## src/rtl/tdm_pkg.sv

```systemverilog
package tdm_pkg;
    typedef enum logic [0:0] {
        SRC_DIVIDED  = 1'b0,
        SRC_EXTERNAL = 1'b1
    } src_kind_e;

    localparam int NUM_GROUPS = 2;
endpackage

```

## src/rtl/tdm_cfg_regs.sv

```systemverilog
module tdm_cfg_regs #(
    parameter int NUM_CH   = 5,
    parameter int PRE_W    = 8,
    parameter int MUX_W    = 4,
    parameter int ADDR_W   = 8,
    parameter int DATA_W   = 20,
    parameter logic [ADDR_W-1:0] PRE_ADDR = 8'h00,
    parameter logic [ADDR_W-1:0] MUX_ADDR = 8'h04
) (
    input  logic                        clk,
    input  logic                        rst_n,
    input  logic                        wr_en,
    input  logic [ADDR_W-1:0]           wr_addr,
    input  logic [DATA_W-1:0]           wr_data,
    output logic [2*PRE_W-1:0]          pre_vals,
    output logic [NUM_CH*MUX_W-1:0]     mux_codes,
    output logic                        restart
);
    localparam int PRE_BITS = 2 * PRE_W;
    localparam int MUX_BITS = NUM_CH * MUX_W;

    logic hit_pre;
    logic hit_mux;

    assign hit_pre = wr_en && (wr_addr == PRE_ADDR);
    assign hit_mux = wr_en && (wr_addr == MUX_ADDR);
    assign restart = hit_pre || hit_mux;

    always_ff @(posedge clk or negedge rst_n) begin
        if (!rst_n) begin
            pre_vals  <= '0;
            mux_codes <= '0;
        end else begin
            if (hit_pre) pre_vals  <= wr_data[PRE_BITS-1:0];
            if (hit_mux) mux_codes <= wr_data[MUX_BITS-1:0];
        end
    end
endmodule

```

## src/rtl/tdm_prescaler.sv

```systemverilog
module tdm_prescaler #(
    parameter int PRE_W = 8
) (
    input  logic             clk,
    input  logic             rst_n,
    input  logic             base_en,
    input  logic             restart,
    input  logic [PRE_W-1:0] limit,
    output logic             pre_tick
);
    logic [PRE_W-1:0] cnt;
    logic             at_limit;

    assign at_limit = (cnt == limit);
    assign pre_tick = base_en && at_limit && !restart;

    always_ff @(posedge clk or negedge rst_n) begin
        if (!rst_n) begin
            cnt <= '0;
        end else if (restart) begin
            cnt <= '0;
        end else if (base_en) begin
            cnt <= at_limit ? '0 : cnt + 1'b1;
        end
    end

    // the counter never passes its limit
    assert_cnt_bound_R2: assert property (@(posedge clk) disable iff (!rst_n)
        cnt <= limit);

    // a configuration write clears the counter
    assert_restart_clears_R7: assert property (@(posedge clk) disable iff (!rst_n)
        restart |=> (cnt == '0));

    // counter holds without the base enable
    assert_freeze_R10: assert property (@(posedge clk) disable iff (!rst_n)
        (!base_en && !restart) |=> $stable(cnt));
endmodule

```

## src/rtl/tdm_chan_div.sv

```systemverilog
module tdm_chan_div
    import tdm_pkg::*;
#(
    parameter int MUX_W    = 4,
    parameter int DIV_BASE = 0,
    parameter int MAX_CODE = 4,
    parameter logic [(2**MUX_W)-1:0] EXT_CODES = 16'h00E0
) (
    input  logic             clk,
    input  logic             rst_n,
    input  logic             restart,
    input  logic             pre_tick,
    input  logic             ext_in,
    input  logic [MUX_W-1:0] code,
    output logic             tick
);
    localparam int DIVW = (MAX_CODE + DIV_BASE > 0) ? (MAX_CODE + DIV_BASE) : 1;

    src_kind_e        src;
    logic [DIVW-1:0]  div_cnt;
    logic [DIVW-1:0]  mask;
    logic             div_hit;
    logic             nxt;
    int               shift;

    assign src = EXT_CODES[code] ? SRC_EXTERNAL : SRC_DIVIDED;

    always_comb begin
        shift = ((int'(code) > MAX_CODE) ? MAX_CODE : int'(code)) + DIV_BASE;
        for (int i = 0; i < DIVW; i++) begin
            mask[i] = (i < shift);
        end
    end

    assign div_hit = pre_tick && ((div_cnt & mask) == mask);

    always_comb begin
        unique case (src)
            SRC_EXTERNAL: nxt = ext_in;
            SRC_DIVIDED:  nxt = div_hit;
            default:      nxt = 1'b0;
        endcase
    end

    always_ff @(posedge clk or negedge rst_n) begin
        if (!rst_n) begin
            div_cnt <= '0;
        end else if (restart) begin
            div_cnt <= '0;
        end else if (pre_tick) begin
            div_cnt <= div_cnt + 1'b1;
        end
    end

    always_ff @(posedge clk or negedge rst_n) begin
        if (!rst_n) tick <= 1'b0;
        else        tick <= restart ? 1'b0 : nxt;
    end

    // an external source reappears one cycle later
    assert_ext_follow_R5: assert property (@(posedge clk) disable iff (!rst_n)
        (src == SRC_EXTERNAL && !$past(restart)) |-> (tick == $past(ext_in)));

    // a divided tick is always preceded by a prescaled tick
    assert_div_source_R9: assert property (@(posedge clk) disable iff (!rst_n)
        (src == SRC_DIVIDED && tick) |-> $past(pre_tick));

    // the divider restarts on a configuration write
    assert_div_clear_R7: assert property (@(posedge clk) disable iff (!rst_n)
        restart |=> (div_cnt == '0));
endmodule

```

## src/rtl/tick_divider_mux.sv

```systemverilog
module tick_divider_mux #(
    parameter int NUM_CH   = 5,
    parameter int GRP0_CH  = 2,
    parameter int PRE_W    = 8,
    parameter int MUX_W    = 4,
    parameter int DIV_BASE = 0,
    parameter int MAX_CODE = 4,
    parameter logic [(2**MUX_W)-1:0] EXT_CODES = 16'h00E0,
    parameter int ADDR_W   = 8,
    parameter int DATA_W   = ((2 * PRE_W) > (NUM_CH * MUX_W)) ? (2 * PRE_W) : (NUM_CH * MUX_W)
) (
    input  logic              clk,
    input  logic              rst_n,
    input  logic              base_en,
    input  logic              wr_en,
    input  logic [ADDR_W-1:0] wr_addr,
    input  logic [DATA_W-1:0] wr_data,
    input  logic [1:0]        ext_tick,
    output logic [NUM_CH-1:0] ch_tick
);
    import tdm_pkg::*;

    logic [2*PRE_W-1:0]      pre_vals;
    logic [NUM_CH*MUX_W-1:0] mux_codes;
    logic                    restart;
    logic [NUM_GROUPS-1:0]   grp_tick;

    tdm_cfg_regs #(
        .NUM_CH (NUM_CH),
        .PRE_W  (PRE_W),
        .MUX_W  (MUX_W),
        .ADDR_W (ADDR_W),
        .DATA_W (DATA_W)
    ) u_regs (
        .clk       (clk),
        .rst_n     (rst_n),
        .wr_en     (wr_en),
        .wr_addr   (wr_addr),
        .wr_data   (wr_data),
        .pre_vals  (pre_vals),
        .mux_codes (mux_codes),
        .restart   (restart)
    );

    for (genvar g = 0; g < NUM_GROUPS; g++) begin : g_pre
        tdm_prescaler #(.PRE_W(PRE_W)) u_pre (
            .clk      (clk),
            .rst_n    (rst_n),
            .base_en  (base_en),
            .restart  (restart),
            .limit    (pre_vals[g*PRE_W +: PRE_W]),
            .pre_tick (grp_tick[g])
        );
    end

    for (genvar c = 0; c < NUM_CH; c++) begin : g_ch
        localparam int GRP = (c < GRP0_CH) ? 0 : 1;
        tdm_chan_div #(
            .MUX_W     (MUX_W),
            .DIV_BASE  (DIV_BASE),
            .MAX_CODE  (MAX_CODE),
            .EXT_CODES (EXT_CODES)
        ) u_div (
            .clk      (clk),
            .rst_n    (rst_n),
            .restart  (restart),
            .pre_tick (grp_tick[GRP]),
            .ext_in   (ext_tick[GRP]),
            .code     (mux_codes[c*MUX_W +: MUX_W]),
            .tick     (ch_tick[c])
        );
    end

    // outputs stay silent in the cycle after a configuration write
    assert_quiet_after_write_R7: assert property (@(posedge clk) disable iff (!rst_n)
        restart |=> (ch_tick == '0));
endmodule

```

## config.mk

```make
export PLATFORM = sky130hd
export DESIGN_NAME = tick_divider_mux
export DESIGN_NICKNAME = d
export VERILOG_FILES = /design/src/rtl/tdm_pkg.sv /design/src/rtl/tdm_cfg_regs.sv /design/src/rtl/tdm_prescaler.sv /design/src/rtl/tdm_chan_div.sv /design/src/rtl/tick_divider_mux.sv
export SDC_FILE = /design/constraint.sdc
export NUM_CORES = 1
export LEC_CHECK = 0
export ABC_AREA = 1
export BUFFER_PORTS_ARGS = -buffer_cell sky130_fd_sc_hd__buf_2
export CELL_PAD_IN_SITES_DETAIL_PLACEMENT = 0
export CELL_PAD_IN_SITES_GLOBAL_PLACEMENT = 1
export CORE_UTILIZATION = 43
export DETAILED_ROUTE_END_ITERATION = 10
export PLACE_DENSITY = 0.9
export SLEW_MARGIN = 20
export SYNTH_ARGS = -nofsm -noshare
export SYNTH_HDL_FRONTEND = slang
export SYNTH_SLANG_ARGS = --single-unit
export TNS_END_PERCENT = 20
```

## constraint.sdc

```tcl
create_clock -name clk -period 1.9 [get_ports clk]
set_input_delay 0.095 -clock clk [delete_from_list [all_inputs] [get_ports clk]]
set_output_delay 0.095 -clock clk [all_outputs]
set_load 0.02 [all_outputs]
```

==> results of run 1 <==
-- logic make-up (layout without fill, tap and decap cells) --
| group | after synthesis | count (layout) |
|---|---|---|
| XOR/XNOR | 7 | 7 |
| flip-flops | 77 | 77 |
| AND/OR/NAND/NOR | 287 | 287 |
| AO/OA/AOI/OAI | 72 | 72 |
| adder cells (fa/ha/maj) | 7 | 7 |
| buffers and inverters | 95 | 137 |
-- flip-flops by register name, indices dropped and copies added, names as in the netlist --
name and cells:
g_pre.u_pre.cnt 16, g_ch.u_div.tick 5, u_regs.mux_codes 20, u_regs.pre_vals 16, g_ch.u_div.div_cnt 20
-- per-stage QoR --
| stage | power (mW) | hold WS (ns) | std cells | utilization, % |
|---|---|---|---|---|
| after global placement | 3.522 | 0.1468 | 680 | 47.21 |
| final | 4.563 | 0.009439 | 698 | 49.24 |
| after detailed placement | 3.573 | 0.1496 | 680 | 47.21 |
| after floorplan | 3.231 | -0.2006 | 545 | - |
| after global routing | 4.936 | 0.02531 | 698 | 49.24 |
| after CTS | 4.604 | 0.005052 | 698 | 49.24 |
-- final timing paths --
kind / start / endpoint / slack (ns) / cells after the start
worst max register to register: g_pre[0].u_pre.cnt[4] / g_ch[1].u_div.div_cnt[0] / 0.31 / 9
worst max-delay path: g_pre[0].u_pre.cnt[4] / g_ch[1].u_div.div_cnt[0] / 0.31 / 9
worst min-delay path: wr_data[15] / u_regs.mux_codes[15] / 0.009 / 3
worst min register to register: u_regs.mux_codes[4] / u_regs.mux_codes[4] / 0.49 / 2
max in group asynchronous: rst_n / g_ch[4].u_div.div_cnt[0] / 0.99 / 3
min in group asynchronous: rst_n / u_regs.mux_codes[15] / 0.30 / 2
-- synth_stat cells (all sizes together) --
| library cell | n |
|---|---|
| a21oi | 14 |
| a31oi | 1 |
| and3 | 1 |
| buf | 12 |
| clkbuf | 7 |
| dfrtp | 77 |
| ha | 7 |
| inv | 76 |
| nand2 | 164 |
| nand3 | 31 |
| nand3b | 5 |
| nand4 | 7 |
| nor2 | 61 |
| nor3 | 13 |
| nor3b | 5 |
| o211ai | 1 |
| o21ai | 56 |
| xor2 | 7 |
-- per-layer routing --
metal	share of wire [%]	vias up	routed length, um	global-route usage (%)
li1	-	1774	-	-
met1	48	1595	4141	25.49
met2	47	58	4053	32.53
met3	3.6	13	310	2.530
met4	1.6	0	142	7.692
met5	0	-	0	0
-- power breakdown --
part           total [mW]  internal, mW  switching [mW]
Sequential           2.26          1.96           0.294
Combinational        1.28         0.506           0.777
Clock                1.02         0.455           0.569
-- worst max-delay path, stage by stage, from the launching register on --
cell,delay (ns)
dfrtp_1,0.44
inv_1,0.10
nand2_1,0.07
nand2_1,0.05
nor2_1,0.09
nand2_1,0.08
nor2_2,0.21
nand2_1,0.13
nand2_2,0.19
o21ai_0,0.12
-- cell type report --
type                            instances  share of cell area [%]
Sequential cell                        77                   42.55
Multi-Input combinational cell        373                   38.60
Inverter                               76                   6.300
Timing Repair Buffer                   47                   6.245
Tap cell                              111                   3.067
Clock buffer                           11                   2.901
Clock inverter                          3                  0.3316
==> impl_metrics.toml, run 1 <==
[placement]
io_buffers = 38
dp_hpwl_mm = 6.228
dpl_cell_area_sq_um = 4342
gp_congestion = 0.7972
dp_slack_ns = 0.2946

[pwr]
leakagePower_nw = 2.371
vdd_drop_max_mv = 0.4002
power.density_nw_per_um2 = 1008

[timing]
setup_viol = 0
worstMarginPinSlew_ns = 0.6150
max_slew_margin_pct = 59.00
clock_skew_ns = 0.006230
slew_violations = 0
max_freq_mhz = 628.4
fin_setup_tns_ns = 0
timing.final.crit_share_pct = 83.75
fin_crit_ns = 1.591
hold_viol = 0
worst_slack_ns = 0.3087
rsz0062_at_grt = "false"

[route]
firstDrtPassIters = 5
vias = 3440
first_iter_violations = 139
routed_wl_mm = 8.648
ant_nets = 0
drc = 0
vias_per_cell = 4.928
avgRoutedWirePerCell_um = 12.39

[layout]
postLayoutCellArea_sq_um = 4528
layout_common_cells = "159 x nand2_1, 77 x dfrtp_1, 73 x inv_1, 56 x nor2_1, 55 x o21ai_0"
n_antenna_cell = 0
multiInputGateArea_sq_um = 1748
seq_area_sq_um = 1927
final_common_cell = "nand2_1"
nNetsFinal = 625
fillers = 936
area_growth_pct = 11.25
drive_above_1_share_pct = 11.58

[logic_synthesis]
synthXorXnorAreaFrac_pct = 1.506
synth_compound_area_share_pct = 8.946
yosys_warnings = 0
ys_types = 26
yosys.area.top_type = "dfrtp_1"
ys_ff_latch = 77
yosys.area_share.simple_pct = 30.34
synth.top_cell.area_share_pct = 47.34
synth_top_family_by_area = "simple AND/OR/NAND/NOR gates"
synth_mux_area_share_pct = 0
synthesis.instances = 545
postSynthAreaPerCell_sq_um = 7.468
seq_area_frac_synth_pct = 47.34
synth_nets = 586
synth_fa_ha_area_share_pct = 2.152
syn_area_sq_um = 4070
synth.area.top_cells = "dfrtp_1 47%, nand2_1 15%, o21ai_0 6.8%"

[run_status]
status = "finished clean"

[clocking]
cts_tree = "done"
clk_pin_slew_ns = 0.08
clock_latency_ns = 0.34
cts_resized = 0
cts_root_buf = "clkbuf_8"
cts_sinks = 77
cts_inserted_buffers = 9
clk_path_buf_depth = 2
post_cts_buffers = 0
htreeDepth = 3
cts-hold-fix-buffers = 4

[hold_path]
hold_path.class = "primary input to flip-flop"

[grt]
grt_max_degree = 47
grt_pass1_wl_mm = 14.98
antenna_found_initial = 0
grt.total_usage_pct = 19.37
grt_pass1_vias = 3346
grt-ovfl-total = 0

[die]
rows = 35
die-area_sq_um = 9859
die_h_um = 99.29
initial_utilization_pct = 44.26
die-width_um = 99.29
num_io_pins = 39
core-area_sq_um = 9196

[worst_setup_path]
worstSetupPathType = "flip-flop to flip-flop"
cp-start-kind = "flip-flop"
crit_arrival_ns = 1.81
critPathMaxFanout = 10
required_ns = 2.12
end_kind = "flip-flop"

[flow_run]
drv_cap = 0
(Power assumes the default switching activity.)
==> inputs of run 2 (changes only) <==
--- a/config.mk
+++ b/config.mk
@@ -9,9 +9,9 @@
 export BUFFER_PORTS_ARGS = -buffer_cell sky130_fd_sc_hd__buf_2
 export CELL_PAD_IN_SITES_DETAIL_PLACEMENT = 0
 export CELL_PAD_IN_SITES_GLOBAL_PLACEMENT = 1
-export CORE_UTILIZATION = 43
+export CORE_UTILIZATION = 39
 export DETAILED_ROUTE_END_ITERATION = 10
-export PLACE_DENSITY = 0.9
+export PLACE_DENSITY = 0.86
 export SLEW_MARGIN = 20
 export SYNTH_ARGS = -nofsm -noshare
 export SYNTH_HDL_FRONTEND = slang
==> constraint.sdc (replaced) <==
create_clock -name clk -period 1.4 [get_ports clk]
set_input_delay 0.07 -clock clk [delete_from_list [all_inputs] [get_ports clk]]
set_output_delay 0.07 -clock clk [all_outputs]
set_load 0.02 [all_outputs]
==> impl_metrics.toml, run 2 (synthesis results as in run 1) <==
[die]
initial_utilization_pct = 40.89
die-width_um = 104.2
die_h_um = 104.2
rows = 36
core-area_sq_um = 9955
die-area_sq_um = 10850
num_io_pins = 39

[hold_path]
hold_path.class = "primary input to flip-flop"
min_from = "ext_tick[0]"

[layout]
n_antenna_cell = 0
final_common_cell = "nand2_1"
postLayoutCellArea_sq_um = 5015
seq_area_sq_um = 1927
reg.largest.list = "g_ch.u_div.div_cnt x20, u_regs.mux_codes x20"
area_growth_pct = 23.21
drive_above_1_share_pct = 19.62
fillers = 956
multiInputGateArea_sq_um = 1849
nNetsFinal = 669
layout_common_cells = "151 x nand2_1, 77 x dfrtp_1, 72 x inv_1, 54 x nor2_1, 47 x o21ai_0"

[route]
avgRoutedWirePerCell_um = 12.40
first_iter_violations = 163
firstDrtPassIters = 4
vias = 3635
vias_per_cell = 4.752
drc = 0
ant_nets = 0
routed_wl_mm = 9.487

[worst_setup_path]
cp_slowest_cell = "dfrtp_1"
cp_cell_sequence = "nor2_2 > nor2_1 > nor2_1 > nand2_1 > nor2_4 > nand2_4 > nor2_4 > nand2_1 > o21ai_1"
required_ns = 1.68
critPathLaunch = "u_regs.pre_vals[9]"
crit_end = "g_ch[2].u_div.div_cnt[0]"
r2r_slack_ns = -0.08
critPathMaxFanout = 6
timing.rr.end = "g_ch[2].u_div.div_cnt[0]"
end_kind = "flip-flop"
crit_arrival_ns = 1.76
worstSetupPathType = "flip-flop to flip-flop"
cp-start-kind = "flip-flop"
reg2reg_depth = 9
r2r-start = "u_regs.pre_vals[9]"
max_stage_delay_ns = 0.41

[placement]
gp_congestion = 0.7753
dp_hpwl_mm = 6.737
dpl_cell_area_sq_um = 4564
io_buffers = 38

[grt]
grt_pass1_vias = 3515
grt_max_degree = 41
antenna_found_initial = 0
grt.total_usage_pct = 18.72
grt_pass1_wl_mm = 16.02
grt-ovfl-total = 0

[run_status]
status = "complete, but fails checks"
violations = "setup timing"

[pwr]
vdd_drop_max_mv = 0.5750
power.density_nw_per_um2 = 1355
leakagePower_nw = 2.600

[timing]
worstMarginPinSlew_ns = 0.4953
rsz0062_at_grt = "true"
fin_crit_ns = 1.480
holdWs_ns = 0.02234
worst_slack_ns = -0.07989
clock_skew_ns = 0.007569
max_freq_mhz = 675.7
max_slew_margin_pct = 66.98
hold_viol = 0
slew_violations = 0
timing.final.crit_share_pct = 105.7
setup_viol = 16

[clocking]
clk_path_buf_depth = 2
cts_sinks = 77
clock_latency_ns = 0.36
cts_tree = "done"
cts_root_buf = "clkbuf_8"
clk_pin_slew_ns = 0.08
htreeDepth = 3
cts_inserted_buffers = 9

[flow_run]
drv_cap = 0
==> run 2: cell types whose count changed in the layout (fill, tap and decap cells not counted), sizes merged <==
cell / delta
buf: +34
clkbuf: +2
clkinv: -1
dlygate4sd3: +9
nand2: +1
==> run 2: report_power, final <==
part / switching [mW] / internal [mW]
Sequential: 0.352 / 2.66
Combinational: 1.29 / 1.02
Clock: 0.788 / 0.679
==> run 2: per-layer routing <==
metal,track usage [%],up-vias,routed length (um),share of wire [%]
met3,1.754,15,280,3.0
li1,-,1881,-,-
met4,10.10,0,235,2.5
met2,31.10,67,4460,47
met5,0,-,0,0
met1,24.14,1672,4511,48
==> run 2: worst max-delay path: cells and delay by family, from the launching register on <==
kind,cells,cell delay [ns]
AND/OR/NAND/NOR,8,0.89
AO/OA/AOI/OAI,1,0.09
flip-flops,1,0.41
==> run 2: area by class of cell <==
type | count | area share (%)
clock buffers | 13 | 2.969
clock inverters | 2 | 0.1996
inverters | 76 | 5.689
multi-input cells | 374 | 36.88
flip-flops and latches | 77 | 38.42
well taps | 133 | 3.318
repair buffers | 90 | 12.52
==> run 2: worst min-delay path by stage <==
stage / endpoint / slack [ns] / cells after the start
2_1_floorplan: g_ch[0].u_div.div_cnt[0] / -0.23 / 0
3_3_place_gp: g_ch[0].u_div.div_cnt[0] / 0.06 / 1
3_5_place_dp: g_ch[0].u_div.div_cnt[0] / 0.07 / 1
4_1_cts: u_regs.pre_vals[7] / 0.007 / 3
5_1_grt: u_regs.pre_vals[7] / 0.04 / 3
6_report: g_ch[1].u_div.tick / 0.02 / 3
==> run 2: through the flow <==
stage | power [mW] | std cells | utilization (%) | setup TNS (ns) | setup slack [ns]
2_1_floorplan | 4.385 | 545 | - | 0 | 0.02489
3_3_place_gp | 5.037 | 728 | 45.85 | -0.0008374 | -0.0008374
3_5_place_dp | 5.104 | 728 | 45.85 | -1.537 | -0.1109
4_1_cts | 6.657 | 761 | 49.32 | -0.9066 | -0.1119
5_1_grt | 7.345 | 765 | 50.38 | -4.067 | -0.1856
6_report | 6.795 | 765 | 50.38 | -0.5800 | -0.07989
==> run 2: what timing repair did <==
action,CTS,global route
hold buffers,13,0
cloned,0,1
pin swaps,3,15
setup endpoints to repair,25,40
gates resized for setup,3,30
endpoints found under the hold margin,47,0
buffers inserted,5,3
